==> src/rtl/seq_pkg.sv <==
package seq_pkg;
  typedef enum logic [2:0] {
    ST_IDLE, ST_LINK, ST_GP, ST_RANGE, ST_CANARY, ST_FINISH
  } step_t;

  typedef struct packed {
    logic init;
    logic advance;
    logic isLoad;
    logic canaryStep;
    logic capPc;
    logic finish;
  } seqStrobe_t;
endpackage

==> src/rtl/seq_ctrl.sv <==
module seq_ctrl
  import seq_pkg::*;
#(
  parameter int RW       = 6,
  parameter int LINK_IDX = 1,
  parameter int GP_IDX   = 3
) (
  input  logic          clk,
  input  logic          rstN,
  input  logic          start,
  input  logic          isLoad,
  input  logic [RW-1:0] hiBound,
  input  logic [RW-1:0] loBound,
  input  logic          saveLink,
  input  logic          saveGp,
  input  logic          useCanary,
  input  logic          linkToPc,
  input  logic          memAck,
  output logic [RW-1:0] regIdx,
  output logic          memReq,
  output logic          memWe,
  output logic          rfWrEn,
  output logic          busy,
  output logic          done,
  output seqStrobe_t    strobe
);
  step_t step;
  logic opLoad, opLink, opGp, opCan, opToPc;
  logic [RW-1:0] opHi, opLo, idx;
  logic [RW-1:0] rangeEnd;

  function automatic step_t nextStep(input step_t from, input logic ld, input logic lk,
                                     input logic gp, input logic rng, input logic cn);
    step_t r;
    r = ST_FINISH;
    if (!ld) begin
      if (from == ST_IDLE && lk) r = ST_LINK;
      else if ((from == ST_IDLE || from == ST_LINK) && gp) r = ST_GP;
      else if ((from == ST_IDLE || from == ST_LINK || from == ST_GP) && rng) r = ST_RANGE;
      else if (from != ST_CANARY && cn) r = ST_CANARY;
    end else begin
      if (from == ST_IDLE && cn) r = ST_CANARY;
      else if ((from == ST_IDLE || from == ST_CANARY) && rng) r = ST_RANGE;
      else if ((from == ST_IDLE || from == ST_CANARY || from == ST_RANGE) && gp) r = ST_GP;
      else if (from != ST_LINK && lk) r = ST_LINK;
    end
    return r;
  endfunction

  assign rangeEnd = opLoad ? opLo : opHi;

  always_ff @(posedge clk or negedge rstN) begin
    if (!rstN) begin
      step   <= ST_IDLE;
      opLoad <= 1'b0;
      opLink <= 1'b0;
      opGp   <= 1'b0;
      opCan  <= 1'b0;
      opToPc <= 1'b0;
      opHi   <= '0;
      opLo   <= '0;
      idx    <= '0;
    end else begin
      case (step)
        ST_IDLE: begin
          if (start) begin
            opLoad <= isLoad;
            opLink <= saveLink;
            opGp   <= saveGp;
            opCan  <= useCanary;
            opToPc <= linkToPc;
            opHi   <= hiBound;
            opLo   <= loBound;
            idx    <= isLoad ? hiBound : loBound;
            step   <= nextStep(ST_IDLE, isLoad, saveLink, saveGp,
                               hiBound >= loBound, useCanary);
          end
        end
        ST_FINISH: step <= ST_IDLE;
        default: begin
          if (memAck) begin
            if (step == ST_RANGE && idx != rangeEnd)
              idx <= opLoad ? idx - 1'b1 : idx + 1'b1;
            else
              step <= nextStep(step, opLoad, opLink, opGp, opHi >= opLo, opCan);
          end
        end
      endcase
    end
  end

  always_comb begin
    case (step)
      ST_LINK:  regIdx = RW'(LINK_IDX);
      ST_GP:    regIdx = RW'(GP_IDX);
      ST_RANGE: regIdx = idx;
      default:  regIdx = '0;
    endcase
  end

  assign memReq = (step == ST_LINK) || (step == ST_GP) || (step == ST_RANGE) || (step == ST_CANARY);
  assign memWe  = memReq && !opLoad;
  assign busy   = memReq;
  assign done   = (step == ST_FINISH);
  assign rfWrEn = memReq && memAck && opLoad &&
                  ((step == ST_GP) || (step == ST_RANGE) || (step == ST_LINK && !opToPc));

  assign strobe.init       = start && (step == ST_IDLE);
  assign strobe.advance    = memReq && memAck;
  assign strobe.isLoad     = opLoad;
  assign strobe.canaryStep = (step == ST_CANARY);
  assign strobe.capPc      = memReq && memAck && opLoad && opToPc && (step == ST_LINK);
  assign strobe.finish     = (step == ST_FINISH);

  assert_done_pulse_R9: assert property (@(posedge clk) disable iff (!rstN)
    done |=> !done);
  assert_hold_req_R8: assert property (@(posedge clk) disable iff (!rstN)
    (memReq && !memAck) |=> (memReq && $stable(regIdx)));
  assert_no_req_at_done_R9: assert property (@(posedge clk) disable iff (!rstN)
    done |-> !memReq);
  assert_pc_not_written_R6: assert property (@(posedge clk) disable iff (!rstN)
    (rfWrEn && opToPc) |-> (regIdx != RW'(LINK_IDX) || step != ST_LINK));
endmodule

==> src/rtl/seq_datapath.sv <==
module seq_datapath
  import seq_pkg::*;
#(
  parameter int          XLEN  = 64,
  parameter logic [63:0] MAGIC = 64'h5A3C_96E1_0F2D_B487
) (
  input  logic            clk,
  input  logic            rstN,
  input  seqStrobe_t      strobe,
  input  logic [XLEN-1:0] spIn,
  input  logic [XLEN-1:0] rfRdData,
  input  logic [XLEN-1:0] memRdata,
  output logic [XLEN-1:0] memAddr,
  output logic [XLEN-1:0] memWdata,
  output logic            spWrEn,
  output logic [XLEN-1:0] spWrData,
  output logic            pcWrEn,
  output logic [XLEN-1:0] pcWrData,
  output logic            canaryFault
);
  localparam logic [XLEN-1:0] WORD_BYTES = XLEN'(XLEN / 8);
  localparam logic [XLEN-1:0] GUARD_KEY  = MAGIC[XLEN-1:0];

  logic [XLEN-1:0] spCur, slotAddr, guardVal, pcTarget;
  logic faultFlag, pcPending;

  assign slotAddr = strobe.isLoad ? spCur : spCur - WORD_BYTES;
  assign guardVal = GUARD_KEY ^ slotAddr;

  always_ff @(posedge clk or negedge rstN) begin
    if (!rstN) begin
      spCur     <= '0;
      faultFlag <= 1'b0;
      pcPending <= 1'b0;
      pcTarget  <= '0;
    end else if (strobe.init) begin
      spCur     <= spIn;
      faultFlag <= 1'b0;
      pcPending <= 1'b0;
    end else if (strobe.advance) begin
      spCur <= strobe.isLoad ? spCur + WORD_BYTES : spCur - WORD_BYTES;
      if (strobe.isLoad && strobe.canaryStep && memRdata != guardVal)
        faultFlag <= 1'b1;
      if (strobe.capPc) begin
        pcPending <= 1'b1;
        pcTarget  <= memRdata;
      end
    end
  end

  assign memAddr     = slotAddr;
  assign memWdata    = strobe.canaryStep ? guardVal : rfRdData;
  assign spWrEn      = strobe.finish;
  assign spWrData    = spCur;
  assign canaryFault = strobe.finish && faultFlag;
  assign pcWrEn      = strobe.finish && pcPending && !faultFlag;
  assign pcWrData    = pcTarget;

  assert_fault_blocks_pc_R7: assert property (@(posedge clk) disable iff (!rstN)
    pcWrEn |-> (!canaryFault && spWrEn));
  assert_fault_only_at_end_R7: assert property (@(posedge clk) disable iff (!rstN)
    canaryFault |-> spWrEn);
endmodule

==> src/rtl/stm_ldm_seq.sv <==
module stm_ldm_seq
  import seq_pkg::*;
#(
  parameter int          XLEN     = 64,
  parameter int          NREG     = 64,
  parameter int          LINK_IDX = 1,
  parameter int          GP_IDX   = 3,
  parameter logic [63:0] MAGIC    = 64'h5A3C_96E1_0F2D_B487,
  localparam int         RW       = $clog2(NREG)
) (
  input  logic            clk,
  input  logic            rstN,
  input  logic            start,
  input  logic            isLoad,
  input  logic [RW-1:0]   hiBound,
  input  logic [RW-1:0]   loBound,
  input  logic            saveLink,
  input  logic            saveGp,
  input  logic            useCanary,
  input  logic            linkToPc,
  input  logic [XLEN-1:0] spIn,
  output logic            busy,
  output logic            done,
  output logic            canaryFault,
  output logic [RW-1:0]   rfRdAddr,
  input  logic [XLEN-1:0] rfRdData,
  output logic            rfWrEn,
  output logic [RW-1:0]   rfWrAddr,
  output logic [XLEN-1:0] rfWrData,
  output logic            memReq,
  output logic            memWe,
  output logic [XLEN-1:0] memAddr,
  output logic [XLEN-1:0] memWdata,
  input  logic            memAck,
  input  logic [XLEN-1:0] memRdata,
  output logic            spWrEn,
  output logic [XLEN-1:0] spWrData,
  output logic            pcWrEn,
  output logic [XLEN-1:0] pcWrData
);
  seqStrobe_t strobe;
  logic [RW-1:0] regIdx;

  seq_ctrl #(.RW(RW), .LINK_IDX(LINK_IDX), .GP_IDX(GP_IDX)) u_ctrl (
    .clk(clk), .rstN(rstN), .start(start), .isLoad(isLoad),
    .hiBound(hiBound), .loBound(loBound), .saveLink(saveLink), .saveGp(saveGp),
    .useCanary(useCanary), .linkToPc(linkToPc), .memAck(memAck),
    .regIdx(regIdx), .memReq(memReq), .memWe(memWe), .rfWrEn(rfWrEn),
    .busy(busy), .done(done), .strobe(strobe)
  );

  seq_datapath #(.XLEN(XLEN), .MAGIC(MAGIC)) u_dp (
    .clk(clk), .rstN(rstN), .strobe(strobe), .spIn(spIn),
    .rfRdData(rfRdData), .memRdata(memRdata),
    .memAddr(memAddr), .memWdata(memWdata),
    .spWrEn(spWrEn), .spWrData(spWrData),
    .pcWrEn(pcWrEn), .pcWrData(pcWrData), .canaryFault(canaryFault)
  );

  assign rfRdAddr = regIdx;
  assign rfWrAddr = regIdx;
  assign rfWrData = memRdata;

  assert_stable_addr_R8: assert property (@(posedge clk) disable iff (!rstN)
    (memReq && !memAck) |=> $stable(memAddr) && $stable(memWe));
  assert_stable_wdata_R8: assert property (@(posedge clk) disable iff (!rstN)
    (memReq && memWe && !memAck) |=> $stable(memWdata));
  assert_sp_once_R5: assert property (@(posedge clk) disable iff (!rstN)
    spWrEn |-> (done && !busy));
  assert_idle_no_write_R10: assert property (@(posedge clk) disable iff (!rstN)
    !busy |-> !rfWrEn);
endmodule

==> config.mk <==
export PLATFORM = sky130hd
export DESIGN_NAME = stm_ldm_seq
export DESIGN_NICKNAME = d
export VERILOG_FILES = /design/src/rtl/seq_pkg.sv /design/src/rtl/seq_ctrl.sv /design/src/rtl/seq_datapath.sv /design/src/rtl/stm_ldm_seq.sv
export SDC_FILE = /design/constraint.sdc
export NUM_CORES = 1
export LEC_CHECK = 0
export BUFFER_PORTS_ARGS = -buffer_cell sky130_fd_sc_hd__buf_4
export CORE_AREA = 3 3 215 217
export DETAILED_ROUTE_END_ITERATION = 12
export DIE_AREA = 0 0 218 220
export GPL_TIMING_DRIVEN = 0
export SYNTH_ARGS = -nofsm -noshare
export SYNTH_HDL_FRONTEND = slang
export SYNTH_SLANG_ARGS = --single-unit
==> constraint.sdc <==
create_clock -name clk -period 6.7 [get_ports clk]
set_input_delay 2.01 -clock clk [delete_from_list [all_inputs] [get_ports clk]]
set_output_delay 2.01 -clock clk [all_outputs]
set_load 0.01 [all_outputs]
==> impl_metrics.json <==
{
  "power_density_nw_per_um2": 450,
  "gr-usage-met2_pct": 49.5,
  "clockBufferDepth": 2,
  "syn_inst": 1567,
  "gr-usage-met3_pct": 6.63,
  "cts_hold_buf": 0,
  "tritoncts": "done",
  "final_net_count": 2373,
  "path_clk_slew_ps": 70,
  "post_cts_buffers": 0,
  "setup_viol": 0,
  "synth.area.mux_share_pct": 8.69,
  "drc": 0,
  "h-tree-depth": 4,
  "hp-class": "reg2reg",
  "vias": 14500,
  "synth_adder_area_share_pct": 2.07,
  "grt_pass1_vias": 14200,
  "yosysTopAreaCell": "dfrtp_1",
  "rsz0062_at_grt": "no",
  "grt_pass1_wl_um": 98200,
  "async_flop_share_pct": 100,
  "syn_to_final_growth_pct": 42.9,
  "coreArea_um2": 44300,
  "final.period_utilization_pct": 96.9,
  "initial_core_util_pct": 29.4,
  "ys_warn_count": 0,
  "max_slew_margin_pct": 8.59,
  "drtAntennaViolNets": 0,
  "use_met1_pct": 34.7,
  "io_pins": 553,
  "synthSimpleGateAreaFrac_pct": 23.8,
  "tns_ps": 0,
  "top_usage_layer": "met2",
  "grt_max_degree": 106,
  "critPathTopFamily": "simple AND/OR/NAND/NOR gates",
  "rrSetupSlack_ps": 1230,
  "ys_ff_latch": 156,
  "synth_top_family_by_area": "simple AND/OR/NAND/NOR gates",
  "synth_xor_area_share_pct": 12.4,
  "crit_fanout": 10,
  "slew_viol_final": 0,
  "drv_cap": 0,
  "clock-root-buffer": "clkbuf_16",
  "max_stage_delay_ps": 670,
  "cts-buffers-inserted": 17,
  "worst-setup-path-type": "reg2out",
  "avgViaCountPerCell": 5.28,
  "holdWs_ps": 481,
  "cp_slowest_cell": "nor4_1",
  "dieWidth_um": 218,
  "synthTopCellsByCount": "181 x nand2_1, 156 x dfrtp_1, 113 x nor2_1",
  "hold_viol": 0,
  "routed_wl_um": 70400,
  "track_usage_pct": 28.4,
  "gp_congestion": 0.970,
  "clkSinkCount": 156,
  "clock_skew_ps": 7.59,
  "die_area_um2": 48000,
  "ir_worst_vdd_uv": 230,
  "leakagePower_nw": 8.32,
  "wl_per_cell_um": 25.6,
  "synth_edf_count": 0,
  "period_minus_slack_ps": 6490,
  "status": "finished clean",
  "grt-ovfl-total": 0,
  "ys_types": 81,
  "syn-cell-area_um2": 13000,
  "drt_iter0_drc": 1147,
  "required_ps": 4690,
  "timing.fmax_ghz": 0.154,
  "yosysTopAreaCellShare_pct": 29.9,
  "clk_latency_ps": 490,
  "yosysMostFrequentCell": "nand2_1",
  "path_cells": "clkbuf_1 > nor4_4 > nand4_1 > buf_2 > clkbuf_1 > nor4_1 > nand2_1 > xnor2_2 > o21ai_0 > buf_4",
  "hpwl_um": 56900,
  "endpoint_kind": "primary output",
  "synth_compound_area_share_pct": 13.8,
  "arrival_ps": 4480,
  "dr.pass1.iters": 5,
  "drive_above_1_share_pct": 37.5,
  "rows": 77,
  "mappedNetlistNets": 1801,
  "die_y_um": 220,
  "avgSynthCellArea_um2": 8.32,
  "yosys-top-cells-area": "dfrtp_1 30%, mux2_2 7.7%, xnor2_1 6.9%",
  "crit_path_start_kind": "register",
  "tightest_slew_ps": 1360,
  "critPathBufInv": 4,
  "port-buffer-count": 552,
  "synth-seq-area-share_pct": 29.9,
  "cp_common_cell": "clkbuf_1",
  "antenna_found_initial": 3,
  "synth_ff_type": "dfrtp_1"
}
## sequential cells by signal, summed over array words and instances, names as in the netlist
name and cells:
u_dp.pcWrData 64, u_ctrl.opHi 6, u_ctrl.opToPc 1, u_ctrl.opCan 1, u_dp.faultFlag 1, u_dp.spWrData 64
u_ctrl.opGp 1, u_ctrl.opLink 1, u_ctrl.opLoad 1, u_ctrl.idx 6, u_ctrl.opLo 6, u_ctrl.step 3
u_dp.pcPending 1
## final cells by class
cell class	instances	area, um2
plain buffers	189	1020
repair buffers	553	4180
flip-flops and latches	156	3900
well taps	592	741
clock inverters	14	193
inverters	50	188
clock buffers	18	439
diodes	2	5.00
fillers	4611	25700
multi-input cells	1172	7950
## timing repair
action,4_1_cts,5_1_grt
setup endpoints to repair,3,2
cloned,0,0
gates resized for setup,1,3
## metrics by stage
stage | instance area (um2) | util (%) | instances | setup WS (ps) | power [mW]
CTS | 18600 | 42.0 | 2744 | 3.84 | 8.42
global placement | 17900 | 40.4 | 2711 | 369 | 7.22
detailed placement | 18000 | 40.5 | 2712 | 325 | 7.28
global route | 18600 | 42.0 | 2745 | 85.2 | 8.88
finish | 18600 | 42.0 | 2746 | 210 | 8.39
floorplan | 13000 | - | 1567 | 1760 | 4.58
## metal layers
layer  wire length, um  vias up
li1                  -     6605
met4              1720        2
met2             34700      685
met5                13        -
met1             28500     7133
met3              5470       83
## where the power goes
part           switching [mW]  total [mW]  internal [mW]  leakage [nW]
combinational            3.23        5.52           2.29          6.13
clock                   0.465        1.10          0.633         0.303
sequential              0.375        1.77           1.39          1.89
total                    4.07        8.39           4.32          8.32
## cell usage in the layout, fill, tap and decap left out, types with 20 or more instances in the layout
cell / Yosys / routed
nor4_1: 39 / 38
dfrtp_1: 156 / 156
inv_1: 50 / 50
buf_4: 77 / 628
xor2_1: 65 / 65
nand4_1: 39 / 39
nand3_1: 28 / 28
o21ai_0: 98 / 98
nor3_1: 44 / 44
mux2_2: 89 / 89
xnor2_1: 102 / 101
a21oi_1: 83 / 83
ha_1: 20 / 20
clkbuf_1: 85 / 85
nor2_1: 113 / 113
nand2_1: 181 / 181
## cell families (layout without fill, tap and decap cells)
| group | Yosys count | in the layout |
|---|---|---|
| other cells | 0 | 2 |
| xor+xnor | 174 | 174 |
| buf+inv | 239 | 824 |
| simple gates | 585 | 585 |
| compound gates | 290 | 290 |
| fa+ha+maj | 21 | 21 |
| mux | 102 | 102 |
| flops | 156 | 156 |
## final timing paths
| path | start | to | cells after the start |
|---|---|---|---|
| setup / recovery | u_dp.spWrData[11] | memWdata[42] | 10 |
| hold / removal | u_dp.pcPending | u_dp.pcPending | 1 |
| setup reg to reg | u_dp.spWrData[3] | u_dp.faultFlag | 11 |
| hold reg to reg | u_dp.pcPending | u_dp.pcPending | 1 |
| max in group asynchronous | rstN | u_ctrl.step[2] | 2 |
| min in group asynchronous | rstN | u_dp.pcWrData[38] | 1 |
No activity file was read; power rests on OpenSTA's default activity.
